**src/rtl/uart_regfront.sv**
```systemverilog
module uart_regfront #(
  parameter int DEPTH = 16,
  parameter int AW    = 12
) (
  input  logic          clk,
  input  logic          rst_n,
  input  logic          bus_req,
  input  logic          bus_we,
  input  logic [AW-1:0] bus_addr,
  input  logic [31:0]   bus_wdata,
  output logic [31:0]   bus_rdata,
  output logic [7:0]    tx_data,
  output logic          tx_valid,
  input  logic          tx_ready,
  input  logic [7:0]    rx_data,
  input  logic          rx_valid,
  output logic          rx_ready,
  output logic          irq
);
  localparam int PW = $clog2(DEPTH);
  localparam int CW = PW + 1;
  localparam int WW = AW - 2;
  localparam logic [CW-1:0] FULL = CW'(DEPTH);
  localparam logic [CW-1:0] TRIG = CW'(1);

  localparam logic [WW-1:0] W_DR   = WW'(0);
  localparam logic [WW-1:0] W_FR   = WW'(6);
  localparam logic [WW-1:0] W_ILP  = WW'(8);
  localparam logic [WW-1:0] W_IBD  = WW'(9);
  localparam logic [WW-1:0] W_FBD  = WW'(10);
  localparam logic [WW-1:0] W_LCR  = WW'(11);
  localparam logic [WW-1:0] W_CR   = WW'(12);
  localparam logic [WW-1:0] W_LVL  = WW'(13);
  localparam logic [WW-1:0] W_MSK  = WW'(14);
  localparam logic [WW-1:0] W_RAW  = WW'(15);
  localparam logic [WW-1:0] W_MST  = WW'(16);
  localparam logic [WW-1:0] W_CLR  = WW'(17);
  localparam logic [WW-1:0] W_DMA  = WW'(18);

  logic [7:0]  mem [DEPTH];
  logic [PW-1:0] rd_ptr;
  logic [CW-1:0] rx_count, count_nx, limit;
  logic [7:0]  ilp_q, lcr_q;
  logic [15:0] ibd_q, cr_q;
  logic [5:0]  fbd_q, lvl_q;
  logic [10:0] msk_q;
  logic [2:0]  dma_q;
  logic        rx_ris, tx_ris, rxff_q;

  wire [WW-1:0] widx   = bus_addr[AW-1:2];
  wire          wr     = bus_req & bus_we;
  wire          rd     = bus_req & ~bus_we;
  wire          wr_dr  = wr && widx == W_DR;
  wire          rd_dr  = rd && widx == W_DR;
  wire          wr_clr = wr && widx == W_CLR;
  wire          fifo_en = lcr_q[4];
  wire          push   = rx_valid & rx_ready;
  wire          pop    = rd_dr && rx_count != '0;
  wire [PW-1:0] wr_ptr = rd_ptr + rx_count[PW-1:0];
  wire [1:0]    mis    = {tx_ris & msk_q[5], rx_ris & msk_q[4]};

  assign limit    = fifo_en ? FULL : CW'(1);
  assign rx_ready = rx_count < limit;
  assign count_nx = rx_count + CW'(push) - CW'(pop);
  assign irq      = |mis;

  always_ff @(posedge clk or negedge rst_n) begin
    if (!rst_n) begin
      for (int i = 0; i < DEPTH; i++) mem[i] <= '0;
    end else if (push) begin
      mem[wr_ptr] <= rx_data;
    end
  end

  always_ff @(posedge clk or negedge rst_n) begin
    if (!rst_n) begin
      rd_ptr   <= '0;
      rx_count <= '0;
      rxff_q   <= 1'b0;
      rx_ris   <= 1'b0;
    end else begin
      rx_count <= count_nx;
      if (pop) rd_ptr <= rd_ptr + PW'(1);
      if (push && (count_nx == FULL || cr_q[4])) rxff_q <= 1'b1;
      else if (rd_dr)                            rxff_q <= 1'b0;
      if (push && count_nx == TRIG)                                      rx_ris <= 1'b1;
      else if ((pop && count_nx == TRIG - CW'(1)) || (wr_clr && bus_wdata[4])) rx_ris <= 1'b0;
    end
  end

  always_ff @(posedge clk or negedge rst_n) begin
    if (!rst_n) begin
      tx_data  <= '0;
      tx_valid <= 1'b0;
      tx_ris   <= 1'b0;
    end else begin
      if (wr_dr) begin
        tx_data  <= bus_wdata[7:0];
        tx_valid <= 1'b1;
      end else if (tx_ready) begin
        tx_valid <= 1'b0;
      end
      if (wr_dr)                        tx_ris <= 1'b1;
      else if (wr_clr && bus_wdata[5])  tx_ris <= 1'b0;
    end
  end

  always_ff @(posedge clk or negedge rst_n) begin
    if (!rst_n) begin
      ilp_q <= '0;
      ibd_q <= '0;
      fbd_q <= '0;
      lcr_q <= '0;
      cr_q  <= 16'h0300;
      lvl_q <= 6'h12;
      msk_q <= '0;
      dma_q <= '0;
    end else if (wr) begin
      case (widx)
        W_ILP: ilp_q <= bus_wdata[7:0];
        W_IBD: ibd_q <= bus_wdata[15:0];
        W_FBD: fbd_q <= bus_wdata[5:0];
        W_LCR: lcr_q <= bus_wdata[7:0];
        W_CR:  cr_q  <= bus_wdata[15:0];
        W_LVL: lvl_q <= bus_wdata[5:0];
        W_MSK: msk_q <= bus_wdata[10:0];
        W_DMA: dma_q <= bus_wdata[2:0];
        default: ;
      endcase
    end
  end

  function automatic logic [7:0] id_byte(input logic [2:0] k);
    case (k)
      3'd0: id_byte = 8'h11;
      3'd1: id_byte = 8'h10;
      3'd2: id_byte = 8'h14;
      3'd3: id_byte = 8'h00;
      3'd4: id_byte = 8'h0D;
      3'd5: id_byte = 8'hF0;
      3'd6: id_byte = 8'h05;
      default: id_byte = 8'hB1;
    endcase
  endfunction

  wire [7:0] rx_head = (rx_count == '0) ? mem[rd_ptr - PW'(1)] : mem[rd_ptr];
  wire [7:0] flags   = {~tx_valid, rxff_q, tx_valid, rx_count == '0, 4'b0};

  always_comb begin
    bus_rdata = '0;
    if (bus_addr[AW-1:5] == '1) begin
      bus_rdata = {24'b0, id_byte(bus_addr[4:2])};
    end else begin
      case (widx)
        W_DR:  bus_rdata = {24'b0, rx_head};
        W_FR:  bus_rdata = {24'b0, flags};
        W_ILP: bus_rdata = {24'b0, ilp_q};
        W_IBD: bus_rdata = {16'b0, ibd_q};
        W_FBD: bus_rdata = {26'b0, fbd_q};
        W_LCR: bus_rdata = {24'b0, lcr_q};
        W_CR:  bus_rdata = {16'b0, cr_q};
        W_LVL: bus_rdata = {26'b0, lvl_q};
        W_MSK: bus_rdata = {21'b0, msk_q};
        W_RAW: bus_rdata = {26'b0, tx_ris, rx_ris, 4'b0};
        W_MST: bus_rdata = {26'b0, mis, 4'b0};
        W_DMA: bus_rdata = {29'b0, dma_q};
        default: bus_rdata = '0;
      endcase
    end
  end
endmodule

```
**config.mk**
```make
export PLATFORM = sky130hd
export DESIGN_NAME = uart_regfront
export DESIGN_NICKNAME = d
export VERILOG_FILES = /design/src/rtl/uart_regfront.sv
export SDC_FILE = /design/constraint.sdc
export NUM_CORES = 1
export LEC_CHECK = 0
export ABC_AREA = 1
export BUFFER_PORTS_ARGS = -buffer_cell sky130_fd_sc_hd__buf_4
export CAP_MARGIN = 5
export CORE_UTILIZATION = 29
export CTS_CLUSTER_DIAMETER = 60
export CTS_CLUSTER_SIZE = 14
export DETAILED_ROUTE_END_ITERATION = 16
export PLACE_DENSITY = 0.56
export SETUP_SLACK_MARGIN = 0.2
export SYNTH_ARGS = -nofsm -noshare
export SYNTH_HDL_FRONTEND = slang
export SYNTH_SLANG_ARGS = --single-unit
```
**constraint.sdc**
```tcl
create_clock -name clk -period 3.59 [get_ports clk]
set_input_delay 0 -clock clk [delete_from_list [all_inputs] [get_ports clk]]
set_output_delay 0 -clock clk [all_outputs]
set_load 0.02 [all_outputs]
```
; ---- Word level (Yosys, flattened, before mapping)
; Cells that the tools add are included.
[totals]
register_bits = 223
inputBits = 58
out_inout_bits = 43
wordCells = 124
[op_classes]
addsub = 5
n_lt_le_gt_ge = 5
n_eq_ne = 21
mux = 22
n_bitwise = 10
n_reduce_logical = 30
[op_table]
columns = operator, count
row1 = 16-bit one-hot mux with 12 select lines, 1
row2 = 128-bit bitwise mux, 1
row3 = "10-bit by 4-bit equality test with 1-bit output, second input constant", 8
row4 = 8-bit binary-select mux with 4-bit select, 2
row5 = 8-bit one-hot mux with 7 select lines, 1
row6 = 8-bit 2-to-1 mux, 6
row7 = 8-bit demux with 4-bit select, 1
row8 = "10-bit by 5-bit equality test with 1-bit output, second input constant", 3
row9 = 16-bit 2-to-1 mux, 1
row10 = 2-bit AND reduction, 8
row11 = "5-bit greater-or-equal comparator, second input constant", 3
row12 = 4-bit NOT with 5-bit output, 3
row13 = "10-bit by 3-bit equality test with 1-bit output, second input constant", 1
row14 = 1-bit logical AND, 10
row15 = 10-bit zero test, 1
row16 = 5-bit zero test, 2
row17 = "3-bit equality test, second input constant", 3
row18 = 1-bit 2-to-1 mux, 8
row19 = 2-bit nonzero test, 4
row20 = "7-bit equality test, second input constant", 1
row21 = "3-bit by 2-bit equality test with 1-bit output, second input constant", 2
row22 = 5-bit by 1-bit adder with 5-bit output, 1
row23 = 1-bit AND, 5
row24 = "5-bit by 1-bit equality test with 1-bit output, second input constant", 1
row25 = 14 further kinds, 16

; ---- Longest topological paths before layout
; Gate-level depths: netlist of run 1.
[logic_depth]
depth_word = 10
depth_mapped = 22
depth_no_buf = 21

; ---- Worst setup path after synthesis of run 1
; Ideal clock, no wire load.
[synth_path]
kind = register to register
startpoint = register rx_count[3]
endpoint = register rx_ris
setup_ns = 0.065
arrival_time_ns = 2.968
required_ns = 3.525
path_slack_ns = 0.557
path_stages_with_launch = 21
n_path_buf = 1
synth_period_minus_slack_ns = 3.033
cell_sequence = dfrtp_1 > buf_6 > inv_1 > ha_1 > nand2_1 > nor2_2 > inv_2 > nand2_1 > inv_1 > ha_1 > inv_1 > ha_1 > inv_1 > fa_1 > o21ai_0 > nand2_1 > nand3b_1 > nand2_1 > nor3_1 > nand2_1 > nand2_1
[synth_between]
word_cells_on_any_way = 13
classes_between = 2 x add/sub / 1 x order compare / 1 x eq/ne / 1 x mux / 1 x bitwise / 7 x reduce/logical
[synth_lines]
columns = element, line
row1 = from (decl), 42  ; logic [CW-1:0] rx_count, count_nx, limit;
row2 = from (signal assigned), 82  ; rx_count <= count_nx;
row3 = 5-bit nonzero test (*), 58  ; wire pop = rd_dr && rx_count != '0;
row4 = 1-bit logical AND (*), 58
row5 = via pop, 58
row6 = 5-bit by 1-bit subtractor with 5-bit output (*), 64  ; assign count_nx = rx_count + CW'(push) - CW'(pop);
row7 = via count_nx[4], 42
row8 = 5-bit zero test, 87  ; else if ((pop && count_nx == TRIG - CW'(1)) || (wr_clr && bus_wdata[4])) rx_ris <= 1'b0;
row9 = 1-bit logical AND, 87
row10 = 1-bit logical OR, 87
row11 = 2-bit nonzero test (no line), n/a
row12 = to (signal assigned), 80  ; rx_ris <= 1'b0;
row13 = to (signal assigned), 86  ; if (push && count_nx == TRIG) rx_ris <= 1'b1;
row14 = to (signal assigned), 87
row15 = to (decl), 48  ; logic rx_ris, tx_ris, rxff_q;
; Mark *: on every way through the listed nets, which the timed path passes. The rest lies on a longest branch.
; A chain may end at the register's enable or synchronous reset.

; ---- Worst setup path in the final report of run 1
[layout_path]
startpoint = register rd_ptr[1]
endpoint = output port bus_rdata[6]
[layout_between]
elab_chain_len = 8
word_cells_on_any_way = 12
classes_between = 1 x add/sub / 9 x mux / 2 x bitwise
[layout_rtl]
columns = element, line
row1 = from (decl), 41  ; logic [PW-1:0] rd_ptr;
row2 = from (signal assigned), 83  ; if (pop) rd_ptr <= rd_ptr + PW'(1);
row3 = 4-bit by 1-bit subtractor with 4-bit output, 146  ; wire [7:0] rx_head = (rx_count == '0) ? mem[rd_ptr - PW'(1)] : mem[rd_ptr];
row4 = 4-bit NOT with 5-bit output (implied by the code), 146
row5 = 8-bit binary-select mux with 4-bit select, 146
row6 = 8-bit 2-to-1 mux (implied by the code) (2 in series), 146
row7 = 8-bit 2-to-1 mux (*), 146
row8 = 16-bit one-hot mux with 12 select lines (*), 154  ; case (widx)
row9 = 16-bit 2-to-1 mux (*), 151  ; if (bus_addr[AW-1:5] == '1) begin
row10 = to (decl), 11  ; output logic [31:0] bus_rdata,
; Every way passes the cells marked *; elsewhere a longest branch is shown, timed or not. The select of a mux whose other input is x is not followed.

==> metrics.md, run 1 <==
| Metric | Value |
|---|---|
| Xor/xnor cell area share of the yosys netlist | 0.897% |
| Via count | 11200 |
| Worst vdd ir | 0.000335 V |
| Max-Cap Viols | 0 |
| GR Util met2 | 28.6% |
| H-tree levels | 1 |
| Met1 usage | 23.2% |
| Layout cell share with drive strength beyond 1 | between 10 and 15% |
| Post-route cell area | 14200 um2 |
| # port buffers | 66 |
| Nature of the critical path startpoint | flop |
| Final wirelength | 37500 um |
| Number of flops mapped to enable cells by yosys | 0 |
| Placed Area | about 13000 um2 |
| Insertion delay to the later sink of the worst-skew pair | 530 ps |
| Initial antenna violation count | 0 |
| Die H | 209 um |
| Synth top area share | 44.1% |
| # setup viols final | 0 |
| Worst Path Arrival | 3260 ps |
| Post-synth top flop | dfrtp_1 |
| DRC | 0 |
| Gpl congestion | 0.887 |
| Synth area leader | dfrtp_1 |
| Netlist Area Pre-Place | 12400 um2 |
| Tightest Pin Transition | 846 ps |
| CP endpoint kind | output port |
| Pin count of the biggest net entering global routing | between 100 and 150 |
| Total CTS buffers | 21 |
| Area Overhead vs Synth | 14.4% |
| Post-route insts no fill | between 2000 and 2500 |
| WL/cell | around 17 um |
| Synthesis-stage register bit count | roughly 220 |
| Synth unique cells | 41 |
| DPL Wire Length | about 24000 um |
| Fraction of synthesis flops using an asynchronous set or reset pin | 100% |
| Achievable clock frequency | slightly above 300 MHz |
| Hold Fails Final Rpt | 0 |
| Global route hottest layer | met2 |
| Ant. Diodes | 0 |
| Antenna viol nets, final | 0 |
| Min-delay worst type | input pin to flop |
| Synthesized instance count | ~1700 |
| Std cell rows | 75 |
| Post-Synth Adder-Cell Area | 1.73% |
| Ports | roughly 100 |
| Slew margin rel. | between 40% and 50% |
| GRT Residual Overflow | 0 |
| CTS tree | yes |
| Critical path type | flop to output port |
| Power Total | about 8.4 mW |
| Iter 0 DRT Violations | 997 |
| Cell Pwr Density | approximately 600 nW/um2 |
| Status | completed |
| Sequential fraction of the synthesis area | around 45% |
| Initial Util | 29.5% |
| Area contributors post-synth | dfrtp_1 44%, nand2_1 17%, nand3_1 12% |
| RSZ-0062 raised after global routing | no |
| First-pass GRT wire length | 60600 um |
| Grt met3 use | around 3% |
| Vias in the first global route | 10800 |
| Yosys warnings | 0 |
| Tot GR Track Use | 17.4% |
| Max Fanout on Critical Path | 34 |
| Final period utilization | 90.8% |
| Clk root buf | clkbuf_16 |
| Mux share of post-synthesis cell area | less than 1% |
| Die area | 43600 um2 |
| Placeable Area | 42000 um2 |
| Minimum clock period | 3260 ps |
| Static Leak | 6.67 nW |
| Req. time, crit path | 3590 ps |
| Final hold slack | around 33 ps |
| Setup TNS | 0 ps |
| Post-synthesis compound-gate area fraction | between 10 and 15% |
| Die Wd | 209 um |
| Clk slew on worst S/H paths | 70 ps |
| Post-route clock skew | 17.1 ps |
| DP Cell Count | about 2200 |
| Vias per cell | ~4.9 |
| Nets | ~1800 |
| CTS Buffer Depth | 3 |
| Simple-Gate Fraction of Synth Area | 33.0% |
| Clock sinks | about 220 |
| DRT Pass-1 Iters | 5 |
| Synth Area per Inst | 7.42 um2 |
| Final Max Slew Viols | 0 |
| Largest family of logic cells by synthesized area | simple AND/OR/NAND/NOR gates |
placed cells by master (no fill, tap or decap), types with 16 or more instances in the layout:
cell,n
o21ai_0,118
nand2_1,568
o21ai_2,21
inv_1,110
conb_1,16
dfrtp_1,215
dlygate4sd3_1,22
nor2_1,39
clkbuf_16,21
o21ai_1,77
buf_4,82
nand3_1,287
registers in the layout, indices dropped and copies added (netlist names):
| signal | cells |
|---|---|
| lcr_q | 8 |
| fbd_q | 6 |
| tx_ris | 1 |
| ibd_q | 16 |
| rd_ptr | 4 |
| lvl_q | 6 |
| rx_count | 5 |
| ilp_q | 8 |
| msk_q | 11 |
| tx_valid | 1 |
| cr_q | 16 |
| dma_q | 3 |
| rx_ris | 1 |
| mem | 128 |
| rxff_q | 1 |
| tx_data | 8 |
per-stage QoR:
step / util, % / setup WS, ps
after global placement: 31.5 / 438
after detailed placement: 31.5 / 388
final: 33.8 / 330
after floorplan: - / 557
after global routing: 33.8 / 202
after CTS: 33.7 / 207
report_power, final:
group / leakage, nW / switching (mW) / internal, mW
registers: 2.92 / 0.492 / 3.13
logic: 3.43 / 1.53 / 0.931
clock network: 0.322 / 1.01 / 1.27
worst max-delay path: stages (launching register included):
cell,delay [ps]
dfrtp_1,410
buf_4,250
clkinv_1,90
buf_4,430
nand3_1,200
inv_1,120
nand2_1,60
nand2_1,310
nand3_1,240
nand2_1,120
nand2_1,60
nand3_1,110
nand3_1,120
buf_4,180
layer usage:
metal	share of wire [%]	routed length, um
met4	3.2	1210
met3	6.0	2240
met2	46	17300
met5	0	0
met1	45	16800
synth_stat cells (all sizes together), types with 5 or more instances:
cell type    n
dfrtp      219
o21ai      216
xor2         7
nor2        49
ha          14
nand4       11
mux2i        5
mux2         5
nand2      580
clkbuf      36
nor3         6
inv        118
buf         74
nand3      296
a21oi       11
worst paths after layout:
check / from / to / slack (ps) / cells past startpoint
worst min-delay path: bus_addr[2] / rxff_q / 30 / 7
worst min register to register: lvl_q[0] / lvl_q[0] / 480 / 2
worst max-delay path: rd_ptr[1] / bus_rdata[6] / 330 / 13
worst max register to register: lcr_q[4] / rx_ris / 540 / 17
min in group asynchronous: rst_n / ibd_q[1] / 100 / 2
max in group asynchronous: rst_n / mem[4] / 2450 / 3
kinds of logic (layout without fill, tap and decap cells):
group	after synthesis	after routing
and+or+nand+nor	946	946
AOI/OAI and AO/OA	233	233
buffers and inverters	232	267
DFF	223	223
adders and majority gates	16	16
xor gates and xnor gates	11	11
muxes	10	10
other	1	16
layout make-up:
type	count	area, um2
Timing Repair Buffer	111	953
Tap cell	539	674
Inverter	122	469
Sequential cell	223	5590
Clock inverter	5	86.3
Clock buffer	29	576
Multi-Input combinational cell	1232	5850
Fill cell	4439	27800
what timing repair did:
item                                   4_1_cts  5_1_grt
setup buffers                                2        1
resized for setup                            1        9
gates cloned                                 0        0
endpoints found under the hold margin      186        3
pin swaps                                    0        1
setup endpoints to repair                    4       10
hold buffers                                22        1
(Power assumes the default switching activity.)
==> run 2: changes to the inputs <==
--- a/config.mk
+++ b/config.mk
@@ -13,6 +13,7 @@
 export CTS_CLUSTER_SIZE = 14
 export DETAILED_ROUTE_END_ITERATION = 16
 export PLACE_DENSITY = 0.56
+export RECOVER_POWER = 100
 export SETUP_SLACK_MARGIN = 0.2
 export SYNTH_ARGS = -nofsm -noshare
 export SYNTH_HDL_FRONTEND = slang
==> metrics.md, run 2 (synthesis gave the netlist of run 1 again) <==
| Metric | Value |
|---|---|
| Status | finished with violations |
| Failing checks | max-capacitance violations, max-slew violations |
| Min-delay worst type | input pin to flop |
| Vias in the first global route | 10800 (unchanged) |
| Gpl congestion | 0.887 (unchanged) |
| Placeable Area | 42000 um2 (unchanged) |
| Req. time, crit path | 3590 ps (about the same) |
| Slew margin rel. | -19.0% (-63 points) |
| Storage cell area | 5590 um2 (about the same) |
| Via count | 11200 (+0.12%) |
| Tightest Pin Transition | 1780 ps (+938 ps) |
| Final hold slack | 32.9 ps (-0.0342 ps) |
| Clock sinks | 223 (unchanged) |
| DRC | 0 (unchanged) |
| Ant. Diodes | 0 (unchanged) |
| Area Overhead vs Synth | 12.2% |
| Most common cell after layout, fill and taps aside | nand2_1 |
| First-pass GRT wire length | 60600 um (unchanged) |
| Die H | 209 um (unchanged) |
| Insertion delay to the later sink of the worst-skew pair | 530 ps (about the same) |
| Hold Path Depth | 7 (unchanged) |
| Ports | 101 (unchanged) |
| Final period utilization | 92.1% (+1.3 points) |
| Layout cell share with drive strength beyond 1 | 6.79% (-4.4 points) |
| Worst reg-to-reg setup slack | 450 ps (-90 ps) |
| Hold Fails Final Rpt | 0 (unchanged) |
| CP cell instances | buf_4 -> clkinv_1 -> clkbuf_4 -> nand3_1 -> inv_1 -> nand2_1 -> nand2_1 -> nand3_1 -> nand3_1 -> nand2_1 -> nand2_1 -> nand3_1 -> clkbuf_1 |
| Total CTS buffers | 21 (unchanged) |
| Reg-to-Reg Start | rx_count[3] |
| Final Max Slew Viols | 103 (+103) |
| Regs by FF count | mem (128), cr_q (16), ibd_q (16) |
| Nets | 1785 (unchanged) |
| Largest stage delay, worst path | 490 ps (+60 ps) |
| Most frequent cells in the layout | 579 x nand2_1, 295 x nand3_1, 216 x dfrtp_1 |
| Vias per cell | 4.94 (+0.12%) |
| CP endpoint kind | output port |
| Achievable clock frequency | 302 MHz (-1.5%) |
| DPL Wire Length | 24300 um (unchanged) |
| Pin count of the biggest net entering global routing | 131 (unchanged) |
| Die area | 43600 um2 (unchanged) |
| Cell Pwr Density | 589 nW/um2 (about the same) |
| Path depth of the worst reg2reg path | 19 (+2) |
| Fillcell total | 4504 (+1.5%) |
| Worst vdd ir | 0.000336 V (+0.34%) |
| Worst Path Arrival | 3310 ps (+50 ps) |
| Final wirelength | 37600 um (+0.18%) |
| RSZ-0062 raised after global routing | no |
| Clk root buf | clkbuf_16 |
| Fin util | 33.1% (-0.67 points) |
| Worst-case hold path end point | rxff_q |
| Area of the multi-input gates | 5700 um2 (-2.6%) |
| Static Leak | 6.51 nW (-2.5%) |
| CTS Buffer Depth | 3 (unchanged) |
| H-tree levels | 1 (unchanged) |
| Minimum clock period | 3310 ps (+48.1 ps) |
| Initial Util | 29.5% (unchanged) |
| Tot GR Track Use | 17.4% (unchanged) |
| # setup viols final | 0 (unchanged) |
| WL/cell | 16.6 um (+0.18%) |
| Antenna viol nets, final | 0 (unchanged) |
| Max Fanout on Critical Path | 34 (unchanged) |
| DRT Pass-1 Iters | 5 (unchanged) |
| Initial antenna violation count | 0 (unchanged) |
| Largest register FFs | 128 (unchanged) |
| Post-route clock skew | 14.1 ps (-3.04 ps) |
| Min-delay src | bus_addr[2] |
| Die Wd | 209 um (unchanged) |
| Largest reg by FF count | mem |
| Std cell rows | 75 (unchanged) |
| Critical path type | flop to output port |
| Max-Cap Viols | 2 (+2) |
| Nature of the critical path startpoint | flop |
| Slowest-stage cell, CP | clkbuf_4 |
| Setup TNS | 0 ps (unchanged) |
| Iter 0 DRT Violations | 1082 (+8.5%) |
| GRT Residual Overflow | 0 (unchanged) |
| # port buffers | 66 (unchanged) |
| Clk slew on worst S/H paths | 70 ps (about the same) |
| CTS tree | yes |
| FF-to-FF End | rx_ris |
run 2: worst max-delay path by stage:
stage	from	slack, ps	endpoint
floorplan	rx_count[3]	560	rx_ris
global placement	rx_count[3]	440	rx_ris
detailed placement	rx_count[3]	390	rxff_q
CTS	rd_ptr[1]	210	bus_rdata[7]
global route	rd_ptr[1]	120	bus_rdata[4]
finish	rd_ptr[1]	280	bus_rdata[7]
run 2: cell type report:
class / instances / share of cell area (%)
well taps: 539 / 4.84
multi-input cells: 1232 / 41.0
repair buffers: 111 / 5.93
flip-flops and latches: 223 / 40.2
inverters: 122 / 3.37
clock inverters: 5 / 0.620
clock buffers: 29 / 4.13
run 2: critical path: cells and delay by family (launching register included):
| family | cells | cell delay (ps) |
|---|---|---|
| buffers and inverters | 5 | 1160 |
| DFF | 1 | 410 |
| and+or+nand+nor | 8 | 1210 |
run 2: metal layers:
layer  wire length [um]  global-route usage (%)  vias up
met1              16700                    23.2     5233
met2              17300                    28.6      363
met5                  0                       0        -
li1                   -                       -     5494
met4               1270                    5.91        0
met3               2330                    2.95       73
run 2: where the power goes:
part,total [mW],leakage [nW],internal (mW),switching [mW]
sequential,3.62,2.92,3.13,0.491
combinational,2.29,3.27,0.865,1.43
clock,2.28,0.322,1.27,1.01
total,8.20,6.51,5.26,2.93
run 2: through the flow:
| step | cells | power [mW] | worst slack, ps | cell area, um2 |
|---|---|---|---|---|
| 5_1_grt | 2261 | 8.77 | 121 | 13900 |
| 3_5_place_dp | 2202 | 6.08 | 388 | 13300 |
| 6_report | 2261 | 8.20 | 282 | 13900 |
| 2_1_floorplan | 1687 | 5.40 | 557 | 12500 |
| 3_3_place_gp | 2202 | 6.01 | 438 | 13300 |
| 4_1_cts | 2260 | 8.41 | 207 | 14200 |
run 2: repair_timing:
action / 4_1_cts / 5_1_grt
endpoints found under the hold margin: 186 / 3
hold buffers: 22 / 1
gates resized for setup: 1 / 9
setup endpoints to repair: 4 / 10
pin swaps: 0 / 1
setup buffers: 2 / 1
